--- src/rtl/cbs_pkg.sv ---
package cbs_pkg;

   // Bus field indices used in write masks
   localparam int FLD_ADDR = 0;
   localparam int FLD_DATA = 1;
   localparam int FLD_REQ  = 2;
   localparam int NUM_FLD  = 3;

   // Writer slots on the shared bus, lowest index has precedence
   localparam int WR_CPU  = 0;
   localparam int WR_MEM  = 1;
   localparam int NUM_WR  = 2;

   typedef enum logic [2:0] {
      ST_FETCH   = 3'd0,
      ST_RESP    = 3'd1,
      ST_DECODE  = 3'd2,
      ST_EXEC    = 3'd3,
      ST_OPFETCH = 3'd4,
      ST_OPRESP  = 3'd5,
      ST_LOAD    = 3'd6
   } seq_state_e;

endpackage

--- src/rtl/bus_wr_arbiter.sv ---
module bus_wr_arbiter
   import cbs_pkg::*;
#(
   parameter int N  = 2,
   parameter int AW = 16,
   parameter int DW = 8
) (
   input  logic [N-1:0]              wr_en,
   input  logic [N-1:0][NUM_FLD-1:0] wr_mask,
   input  logic [N-1:0][AW-1:0]      wr_addr,
   input  logic [N-1:0][DW-1:0]      wr_data,
   input  logic [N-1:0]              wr_req,
   output logic                      win_en,
   output logic [NUM_FLD-1:0]        win_mask,
   output logic [AW-1:0]             win_addr,
   output logic [DW-1:0]             win_data,
   output logic                      win_req
);

   generate
      if (N < 1) begin : g_bad_n
         $error("bus_wr_arbiter: N must be at least 1");
      end
   endgenerate

   logic [N-1:0] taken;
   logic [N-1:0] grant;

   // Priority chain: the first enabled writer claims the whole cycle
   generate
      for (genvar i = 0; i < N; i++) begin : g_chain
         if (i == 0) begin : g_head
            assign grant[i] = wr_en[i];
            assign taken[i] = wr_en[i];
         end else begin : g_link
            assign grant[i] = wr_en[i] & ~taken[i-1];
            assign taken[i] = wr_en[i] | taken[i-1];
         end
      end
   endgenerate

   always_comb begin
      win_mask = '0;
      win_addr = '0;
      win_data = '0;
      win_req  = 1'b0;
      for (int k = 0; k < N; k++) begin
         if (grant[k]) begin
            win_mask = win_mask | wr_mask[k];
            win_addr = win_addr | wr_addr[k];
            win_data = win_data | wr_data[k];
            win_req  = win_req  | wr_req[k];
         end
      end
   end

   assign win_en = taken[N-1];

endmodule

--- src/rtl/bus_state_reg.sv ---
module bus_state_reg
   import cbs_pkg::*;
#(
   parameter int AW = 16,
   parameter int DW = 8
) (
   input  logic               clk,
   input  logic               rst_n,
   input  logic               upd_en,
   input  logic [NUM_FLD-1:0] upd_mask,
   input  logic [AW-1:0]      upd_addr,
   input  logic [DW-1:0]      upd_data,
   input  logic               upd_req,
   output logic [AW-1:0]      bus_addr,
   output logic [DW-1:0]      bus_data,
   output logic               bus_req
);

   logic [AW-1:0] addr_q;
   logic [DW-1:0] data_q;
   logic          req_q;

   // Deferred update: whatever won this cycle lands at the edge
   always_ff @(posedge clk or negedge rst_n) begin
      if (!rst_n) begin
         addr_q <= '0;
         data_q <= '0;
         req_q  <= 1'b0;
      end else if (upd_en) begin
         if (upd_mask[FLD_ADDR]) addr_q <= upd_addr;
         if (upd_mask[FLD_DATA]) data_q <= upd_data;
         if (upd_mask[FLD_REQ])  req_q  <= upd_req;
      end
   end

   assign bus_addr = addr_q;
   assign bus_data = data_q;
   assign bus_req  = req_q;

endmodule

--- src/rtl/seq_ctrl.sv ---
module seq_ctrl
   import cbs_pkg::*;
#(
   parameter int          AW       = 16,
   parameter int          DW       = 8,
   parameter logic [7:0]  LDI_CODE = 8'h3E
) (
   input  logic               clk,
   input  logic               rst_n,
   input  logic [DW-1:0]      bus_data_i,
   output logic               wr_en,
   output logic [NUM_FLD-1:0] wr_mask,
   output logic [AW-1:0]      wr_addr,
   output logic [DW-1:0]      wr_data,
   output logic               wr_req,
   output logic [DW-1:0]      acc_a
);

   localparam logic [AW-1:0] PC_ONE = {{(AW-1){1'b0}}, 1'b1};
   localparam logic [DW-1:0] LDI_W  = DW'(LDI_CODE);

   seq_state_e    state_q, state_d;
   logic [AW-1:0] pc_q;
   logic [DW-1:0] acc_q;
   logic          is_ldi;

   assign is_ldi = (bus_data_i == LDI_W);

   // Bus writes requested by the sequencer in each cycle type
   always_comb begin
      wr_en   = 1'b0;
      wr_mask = '0;
      wr_addr = pc_q;
      wr_data = '0;
      wr_req  = 1'b0;
      state_d = state_q;
      unique case (state_q)
         ST_FETCH, ST_OPFETCH: begin
            wr_en            = 1'b1;
            wr_mask[FLD_ADDR] = 1'b1;
            wr_mask[FLD_REQ]  = 1'b1;
            wr_req           = 1'b1;
            state_d          = (state_q == ST_FETCH) ? ST_RESP : ST_OPRESP;
         end
         ST_RESP:   state_d = ST_DECODE;
         ST_OPRESP: state_d = ST_LOAD;
         ST_DECODE, ST_LOAD: begin
            wr_en            = 1'b1;
            wr_mask[FLD_REQ] = 1'b1;
            wr_req           = 1'b0;
            if (state_q == ST_LOAD) state_d = ST_FETCH;
            else                    state_d = is_ldi ? ST_OPFETCH : ST_EXEC;
         end
         ST_EXEC:   state_d = ST_FETCH;
         default:   state_d = ST_FETCH;
      endcase
   end

   always_ff @(posedge clk or negedge rst_n) begin
      if (!rst_n) begin
         state_q <= ST_FETCH;
         pc_q    <= '0;
         acc_q   <= '0;
      end else begin
         state_q <= state_d;
         unique case (state_q)
            ST_DECODE: if (is_ldi) pc_q <= pc_q + PC_ONE;
            ST_EXEC:   pc_q <= pc_q + PC_ONE;
            ST_LOAD: begin
               acc_q <= bus_data_i;
               pc_q  <= pc_q + PC_ONE;
            end
            default: ;
         endcase
      end
   end

   assign acc_a = acc_q;

endmodule

--- src/rtl/cpu_bus_seq.sv ---
module cpu_bus_seq
   import cbs_pkg::*;
#(
   parameter int          ADDR_W   = 16,
   parameter int          DATA_W   = 8,
   parameter logic [7:0]  NOP_CODE = 8'h00,
   parameter logic [7:0]  LDI_CODE = 8'h3E
) (
   input  logic              clk,
   input  logic              rst_n,
   input  logic              mem_wr_en,
   input  logic [DATA_W-1:0] mem_wr_data,
   output logic [ADDR_W-1:0] bus_addr,
   output logic [DATA_W-1:0] bus_data,
   output logic              bus_req,
   output logic [DATA_W-1:0] acc_a
);

   generate
      if (ADDR_W < 2)            begin : g_bad_aw  $error("cpu_bus_seq: ADDR_W too small"); end
      if (DATA_W < 8)            begin : g_bad_dw  $error("cpu_bus_seq: DATA_W below 8"); end
      if (NOP_CODE == LDI_CODE)  begin : g_bad_op  $error("cpu_bus_seq: opcodes collide"); end
   endgenerate

   logic               cpu_wr_en;
   logic [NUM_FLD-1:0] cpu_wr_mask;
   logic [ADDR_W-1:0]  cpu_wr_addr;
   logic [DATA_W-1:0]  cpu_wr_data;
   logic               cpu_wr_req;

   logic [NUM_WR-1:0]              w_en;
   logic [NUM_WR-1:0][NUM_FLD-1:0] w_mask;
   logic [NUM_WR-1:0][ADDR_W-1:0]  w_addr;
   logic [NUM_WR-1:0][DATA_W-1:0]  w_data;
   logic [NUM_WR-1:0]              w_req;

   logic               u_en;
   logic [NUM_FLD-1:0] u_mask;
   logic [ADDR_W-1:0]  u_addr;
   logic [DATA_W-1:0]  u_data;
   logic               u_req;

   seq_ctrl #(.AW(ADDR_W), .DW(DATA_W), .LDI_CODE(LDI_CODE)) ctrl_i (
      .clk        (clk),
      .rst_n      (rst_n),
      .bus_data_i (bus_data),
      .wr_en      (cpu_wr_en),
      .wr_mask    (cpu_wr_mask),
      .wr_addr    (cpu_wr_addr),
      .wr_data    (cpu_wr_data),
      .wr_req     (cpu_wr_req),
      .acc_a      (acc_a)
   );

   // Slot order sets precedence: sequencer first, memory second
   always_comb begin
      w_en[WR_CPU]   = cpu_wr_en;
      w_mask[WR_CPU] = cpu_wr_mask;
      w_addr[WR_CPU] = cpu_wr_addr;
      w_data[WR_CPU] = cpu_wr_data;
      w_req[WR_CPU]  = cpu_wr_req;

      w_en[WR_MEM]           = mem_wr_en;
      w_mask[WR_MEM]         = '0;
      w_mask[WR_MEM][FLD_DATA] = 1'b1;
      w_addr[WR_MEM]         = '0;
      w_data[WR_MEM]         = mem_wr_data;
      w_req[WR_MEM]          = 1'b0;
   end

   bus_wr_arbiter #(.N(NUM_WR), .AW(ADDR_W), .DW(DATA_W)) arb_i (
      .wr_en    (w_en),
      .wr_mask  (w_mask),
      .wr_addr  (w_addr),
      .wr_data  (w_data),
      .wr_req   (w_req),
      .win_en   (u_en),
      .win_mask (u_mask),
      .win_addr (u_addr),
      .win_data (u_data),
      .win_req  (u_req)
   );

   bus_state_reg #(.AW(ADDR_W), .DW(DATA_W)) bus_i (
      .clk      (clk),
      .rst_n    (rst_n),
      .upd_en   (u_en),
      .upd_mask (u_mask),
      .upd_addr (u_addr),
      .upd_data (u_data),
      .upd_req  (u_req),
      .bus_addr (bus_addr),
      .bus_data (bus_data),
      .bus_req  (bus_req)
   );

endmodule

--- config.mk ---
export PLATFORM = sky130hd
export DESIGN_NAME = cpu_bus_seq
export DESIGN_NICKNAME = d
export VERILOG_FILES = /design/src/rtl/cbs_pkg.sv /design/src/rtl/bus_wr_arbiter.sv /design/src/rtl/bus_state_reg.sv /design/src/rtl/seq_ctrl.sv /design/src/rtl/cpu_bus_seq.sv
export SDC_FILE = /design/constraint.sdc
export NUM_CORES = 1
export LEC_CHECK = 0
export BUFFER_PORTS_ARGS = -buffer_cell sky130_fd_sc_hd__buf_2
export CORE_UTILIZATION = 54
export DETAILED_ROUTE_END_ITERATION = 10
export PLACE_DENSITY = 0.85
export SKIP_LAST_GASP = 1
export SLEW_MARGIN = 0
export SYNTH_ARGS = -nofsm -noshare
export SYNTH_HDL_FRONTEND = slang
export SYNTH_SLANG_ARGS = --single-unit
export TNS_END_PERCENT = 10
--- constraint.sdc ---
create_clock -name clk -period 1.8 [get_ports clk]
set_input_delay 0.18 -clock clk [delete_from_list [all_inputs] [get_ports clk]]
set_output_delay 0.18 -clock clk [all_outputs]
set_load 0.03 [all_outputs]
; Word-level counts from Yosys, hierarchy flattened
; Index checks and enable logic that the tools add are counted.
[word_totals]
regBits = 52
input_bits = 11
output_inout_bits = 33
word_cells = 41
[classes]
addsub = 1
n_eq_ne = 8
n_mux = 13
n_bitwise = 3
n_reduce_logical = 10
[ops]
columns = op, n
row1 = $mux 16, 2
row2 = $pmux 16 s2, 1
row3 = $add 16x1->16 const B, 1
row4 = $mux 3, 4
row5 = $pmux 3 s4, 1
row6 = $eq 3x3->1 const B, 3
row7 = $eq 8x6->1 const B, 1
row8 = $mux 8, 1
row9 = $reduce_and 2->1, 4
row10 = $eq 3x2->1 const B, 2
row11 = $reduce_or 2->1, 3
row12 = $reduce_or 4->1, 1
row13 = $eq 3x1->1 const B, 1
row14 = $logic_not 3->1, 1
row15 = $mux 1, 3
row16 = $mux 2, 1
row17 = $ne 2x1->1 const B, 1
row18 = $reduce_bool 2->1, 1
row19 = $and 1x1->1, 1
row20 = $not 1->1, 1
row21 = $or 1x1->1, 1

; Longest topological paths before layout
[depth]
depth_word = 7
mapped_depth = 6

; Hierarchy
; From an unflattened synthesis, not the netlist that was laid out.
[unflattened]
hier_cells = 258
hier_area_um2 = 2772.7
[modules_own_cells]
columns = mod, instances, cells_per_inst, area_each_um2, seq_area_each_um2
row1 = seq_ctrl, 1, 115, 1340.0, 675.6
row2 = bus_state_reg, 1, 54, 985.9, 625.6
row3 = bus_wr_arbiter, 1, 87, 439.2, 0.0
row4 = cpu_bus_seq, 1, 2, 7.5, 0.0

; Worst setup path before layout
; No wires, ideal clock.
[synth_timing]
kind = flip-flop to flip-flop
start = register bus_i.data_q[0], in the netlist bus_i.bus_data[0]
end = register ctrl_i.pc_q[14], in the netlist ctrl_i.wr_addr[14]
arrival_time_ps = 1549
t_required_ps = 1677
path_slack_ps = 128
stages_incl_launch_ff = 6
path_buffers = 1
synth_period_minus_slack_ps = 1672
cell_sequence = dfrtp_1 nand4b_4 o41ai_4 buf_6 nand4_2 xnor2_2
[synth_via]
elab_chain_cells = 3
[synth_lines]
columns = item, line_no
row1 = start: declaration, bus_state_reg.sv:20  ; logic [DW-1:0] data_q;
row2 = start signal: assignment, bus_state_reg.sv:31  ; if (upd_mask[FLD_DATA]) data_q <= upd_data;
row3 = $eq 8x6->1, seq_ctrl.sv:27  ; assign is_ldi = (bus_data_i == LDI_W);
row4 = $ne 2x1->1 (no line), n/a
row5 = $reduce_and 2->1 (no line), n/a
row6 = end signal: assignment, seq_ctrl.sv:67  ; ST_DECODE: if (is_ldi) pc_q <= pc_q + PC_ONE;
row7 = end signal: assignment, seq_ctrl.sv:68  ; ST_EXEC: pc_q <= pc_q + PC_ONE;
row8 = end signal: assignment, seq_ctrl.sv:71  ; pc_q <= pc_q + PC_ONE;
row9 = end: declaration, seq_ctrl.sv:23  ; logic [AW-1:0] pc_q;
; No other way between the ends.
; A chain may end at the register's enable or synchronous reset.

; Worst setup path in the final report
[layout_timing]
start = register bus_i.data_q[7], in the netlist bus_i.bus_data[7]
end = register ctrl_i.pc_q[1], in the netlist ctrl_i.wr_addr[1]
; The elaborated chain is that of the path after synthesis.

==> flow_metrics.env <==
export IMPL_critPathLaunchType="register"
export IMPL_grt_first_pass_wirelength_um=6710
export IMPL_p_leak_nw=1.34
export IMPL_netlist_area_sq_mm=0.00224
export IMPL_synth_area_leader_cell="dfrtp_1"
export IMPL_avgViaCountPerCell=5.41
export IMPL_r2r_start="bus_i.bus_data[7]"
export IMPL_dp_hpwl_um=2950
export IMPL_chipWidth_um=66.4
export IMPL_syn_to_final_growth_pct=17.6
export IMPL_holdCritStartpoint="mem_wr_data[7]"
export IMPL_ant_nets=0
export IMPL_antenna_found_initial=0
export IMPL_drc=0
export IMPL_drive_above_1_share=0.515
export IMPL_whs_ns=0.0927
export IMPL_cts_buffers=5
export IMPL_ctsResizeCount=0
export IMPL_synth_edf_count=0
export IMPL_insertion_delay_ns=0.31
export IMPL_grt_pass1_vias=1387
export IMPL_critPathMaxFanout=16
export IMPL_tns_ns=0
export IMPL_synthFlopType="dfrtp_1"
export IMPL_fin_crit_sh=0.895
export IMPL_grt_overflow=0
export IMPL_status="complete, no violations"
export IMPL_cts_setup_buffers=0
export IMPL_crit_arrival_ns=1.80
export IMPL_synth_seq_cells=52
export IMPL_skew_ns=0.00805
export IMPL_avgSynthCellArea_sq_um=14.7
export IMPL_power_density_mw_per_mm2=1220
export IMPL_synth_fp_nets=164
export IMPL_clkTransAtPathRegs_ns=0.09
export IMPL_antenna_cells=0
export IMPL_wl_per_cell_um=15.9
export IMPL_drt_iter0_drc=62
export IMPL_hp_class="input port to register"
export IMPL_required_ns=1.99
export IMPL_numPortBuffers=43
export IMPL_io_pins=44
export IMPL_async_reset_ff_frac=1.00
export IMPL_grt_max_degree=25
export IMPL_coreArea_sq_mm=0.00400
export IMPL_clock_root_buffer="clkbuf_8"
export IMPL_hold_viol_final=0
export IMPL_rows=23
export IMPL_wl_um=4040
export IMPL_yosysMostFrequentCell="dfrtp_1"
export IMPL_place_congestion=0.791
export IMPL_min_period_ns=1.61
export IMPL_chipHeight_um=66.4
export IMPL_start_util=0.560
export IMPL_synth_top_cell_area_share=0.581
export IMPL_grt_usage=0.211
export IMPL_ys_top_cells_by_area="dfrtp_1 58%, mux2_2 16%, xnor2_1 5.1%"
export IMPL_fin_nets=215
export IMPL_dieArea_sq_mm=0.00441
export IMPL_synth_common_cells="52 x dfrtp_1, 32 x mux2_2, 13 x xnor2_1, 6 x nand3_2, 5 x and3_1"
export IMPL_tritoncts="done"
export IMPL_synthCells=152
export IMPL_critPathLaunch="bus_i.bus_data[7]"
export IMPL_maxCapViolations=0
export IMPL_grt_setup_unrepaired="no"
export IMPL_slew_headroom=0.693
export IMPL_slew_violations=0
export IMPL_cp_end_kind="register"
export IMPL_cts_sink_count=52
export IMPL_max_vdd_ir_drop_uv=884
export IMPL_vias=1373
export IMPL_criticalPathCategory="register to register"
export IMPL_worstMarginPinSlew_ns=0.459
export IMPL_cts_buffer_depth=2
export IMPL_placed_cell_area_sq_mm=0.00253
export IMPL_h_tree_depth=2
export IMPL_reg2reg_slack_ns=0.19
export IMPL_ys_warn_count=0
export IMPL_postLayoutCellArea_sq_mm=0.00263
export IMPL_setup_viol=0
export IMPL_timing_fmax_ghz=0.620
export IMPL_ys_types=32
export IMPL_first_pass_iters=4
export IMPL_ys_seq_area_frac=0.581
-- through the flow --
step                 util  worst slack, ns  power (mW)  cells
finish              0.658            0.188        3.21    254
global route        0.658            0.135        3.35    254
CTS                 0.658            0.186        3.23    254
detailed placement  0.633            0.205        2.56    245
global placement    0.633            0.270        2.48    245
floorplan               -            0.128        2.26    152
-- cell usage in the layout, fill, tap and decap left out, types with 2 or more instances in the layout --
cell and instances:
and4_1 2, mux2_2 32, clkbuf_8 6, buf_4 4, inv_1 3, buf_2 43, nand4_1 4, xnor2_1 13
nand2_2 2, and3_1 5, dfrtp_1 52, xnor2_2 2, nand3_1 4, nand2_1 3, nor2_1 3, clkinv_2 2
nand3_2 6
-- critical path, stage by stage (launching register included) --
cell and delay (ns):
dfrtp_1 0.45, o41ai_4 0.41, buf_12 0.20, nand2_2 0.08, mux2_1 0.33
-- area by class of cell --
class                   count  area [sq um]
repair buffers             49           275
multi-input cells          92           891
flip-flops and latches     52          1300
fillers                   290          1370
inverters                   3          11.3
well taps                  50          62.6
clock buffers               6          82.6
clock inverters             2          10.0
-- cell families after synthesis --
| family | count (synthesis) | share of synthesized area |
|---|---|---|
| adders and majority gates | 1 | 0.00559 |
| AOI/OAI and AO/OA | 5 | 0.0246 |
| buffers and inverters | 8 | 0.0212 |
| xor gates and xnor gates | 15 | 0.0654 |
| and+or+nand+nor | 37 | 0.132 |
| DFF | 52 | 0.581 |
| muxes | 34 | 0.170 |
-- path summary, 6_finish.rpt --
kind,endpoint,cells past startpoint
max,ctrl_i.wr_addr[1],4
min,bus_i.bus_data[7],2
max reg2reg,ctrl_i.wr_addr[1],4
min reg2reg,ctrl_i.wr_addr[15],1
max in group asynchronous,ctrl_i.wr_addr[0],3
min in group asynchronous,ctrl_i.state_q[0],2
-- report_power, final --
group / switching, mW / leakage [nW] / internal, mW
Combinational: 0.571 / 0.614 / 0.381
Clock: 0.366 / 0.0510 / 0.307
Sequential: 0.213 / 0.679 / 1.37
Total: 1.15 / 1.34 / 2.06
-- routing by layer --
| metal | part of all wire | global-route usage | wire length, um | up-vias |
|---|---|---|---|---|
| met1 | 0.42 | 0.261 | 1680 | 698 |
| met5 | 0 | 0 | 0 | - |
| met4 | 0.015 | 0.0771 | 59 | 0 |
| met3 | 0.042 | 0.0517 | 169 | 7 |
| met2 | 0.53 | 0.357 | 2130 | 27 |
| li1 | - | - | - | 641 |
-- flip-flops by register name (all words and copies together), names as in the netlist --
name / count
bus_i.bus_req: 1
bus_i.bus_data: 8
bus_i.bus_addr: 16
ctrl_i.acc_a: 8
ctrl_i.wr_addr: 16
ctrl_i.state_q: 3
-- repair_timing --
action                     in CTS  in global routing
setup endpoints to repair       0                  0
hold endpoints to repair       14                  0
hold buffers                    1                  0
Note: power is estimated with default switching activity, not from simulation.
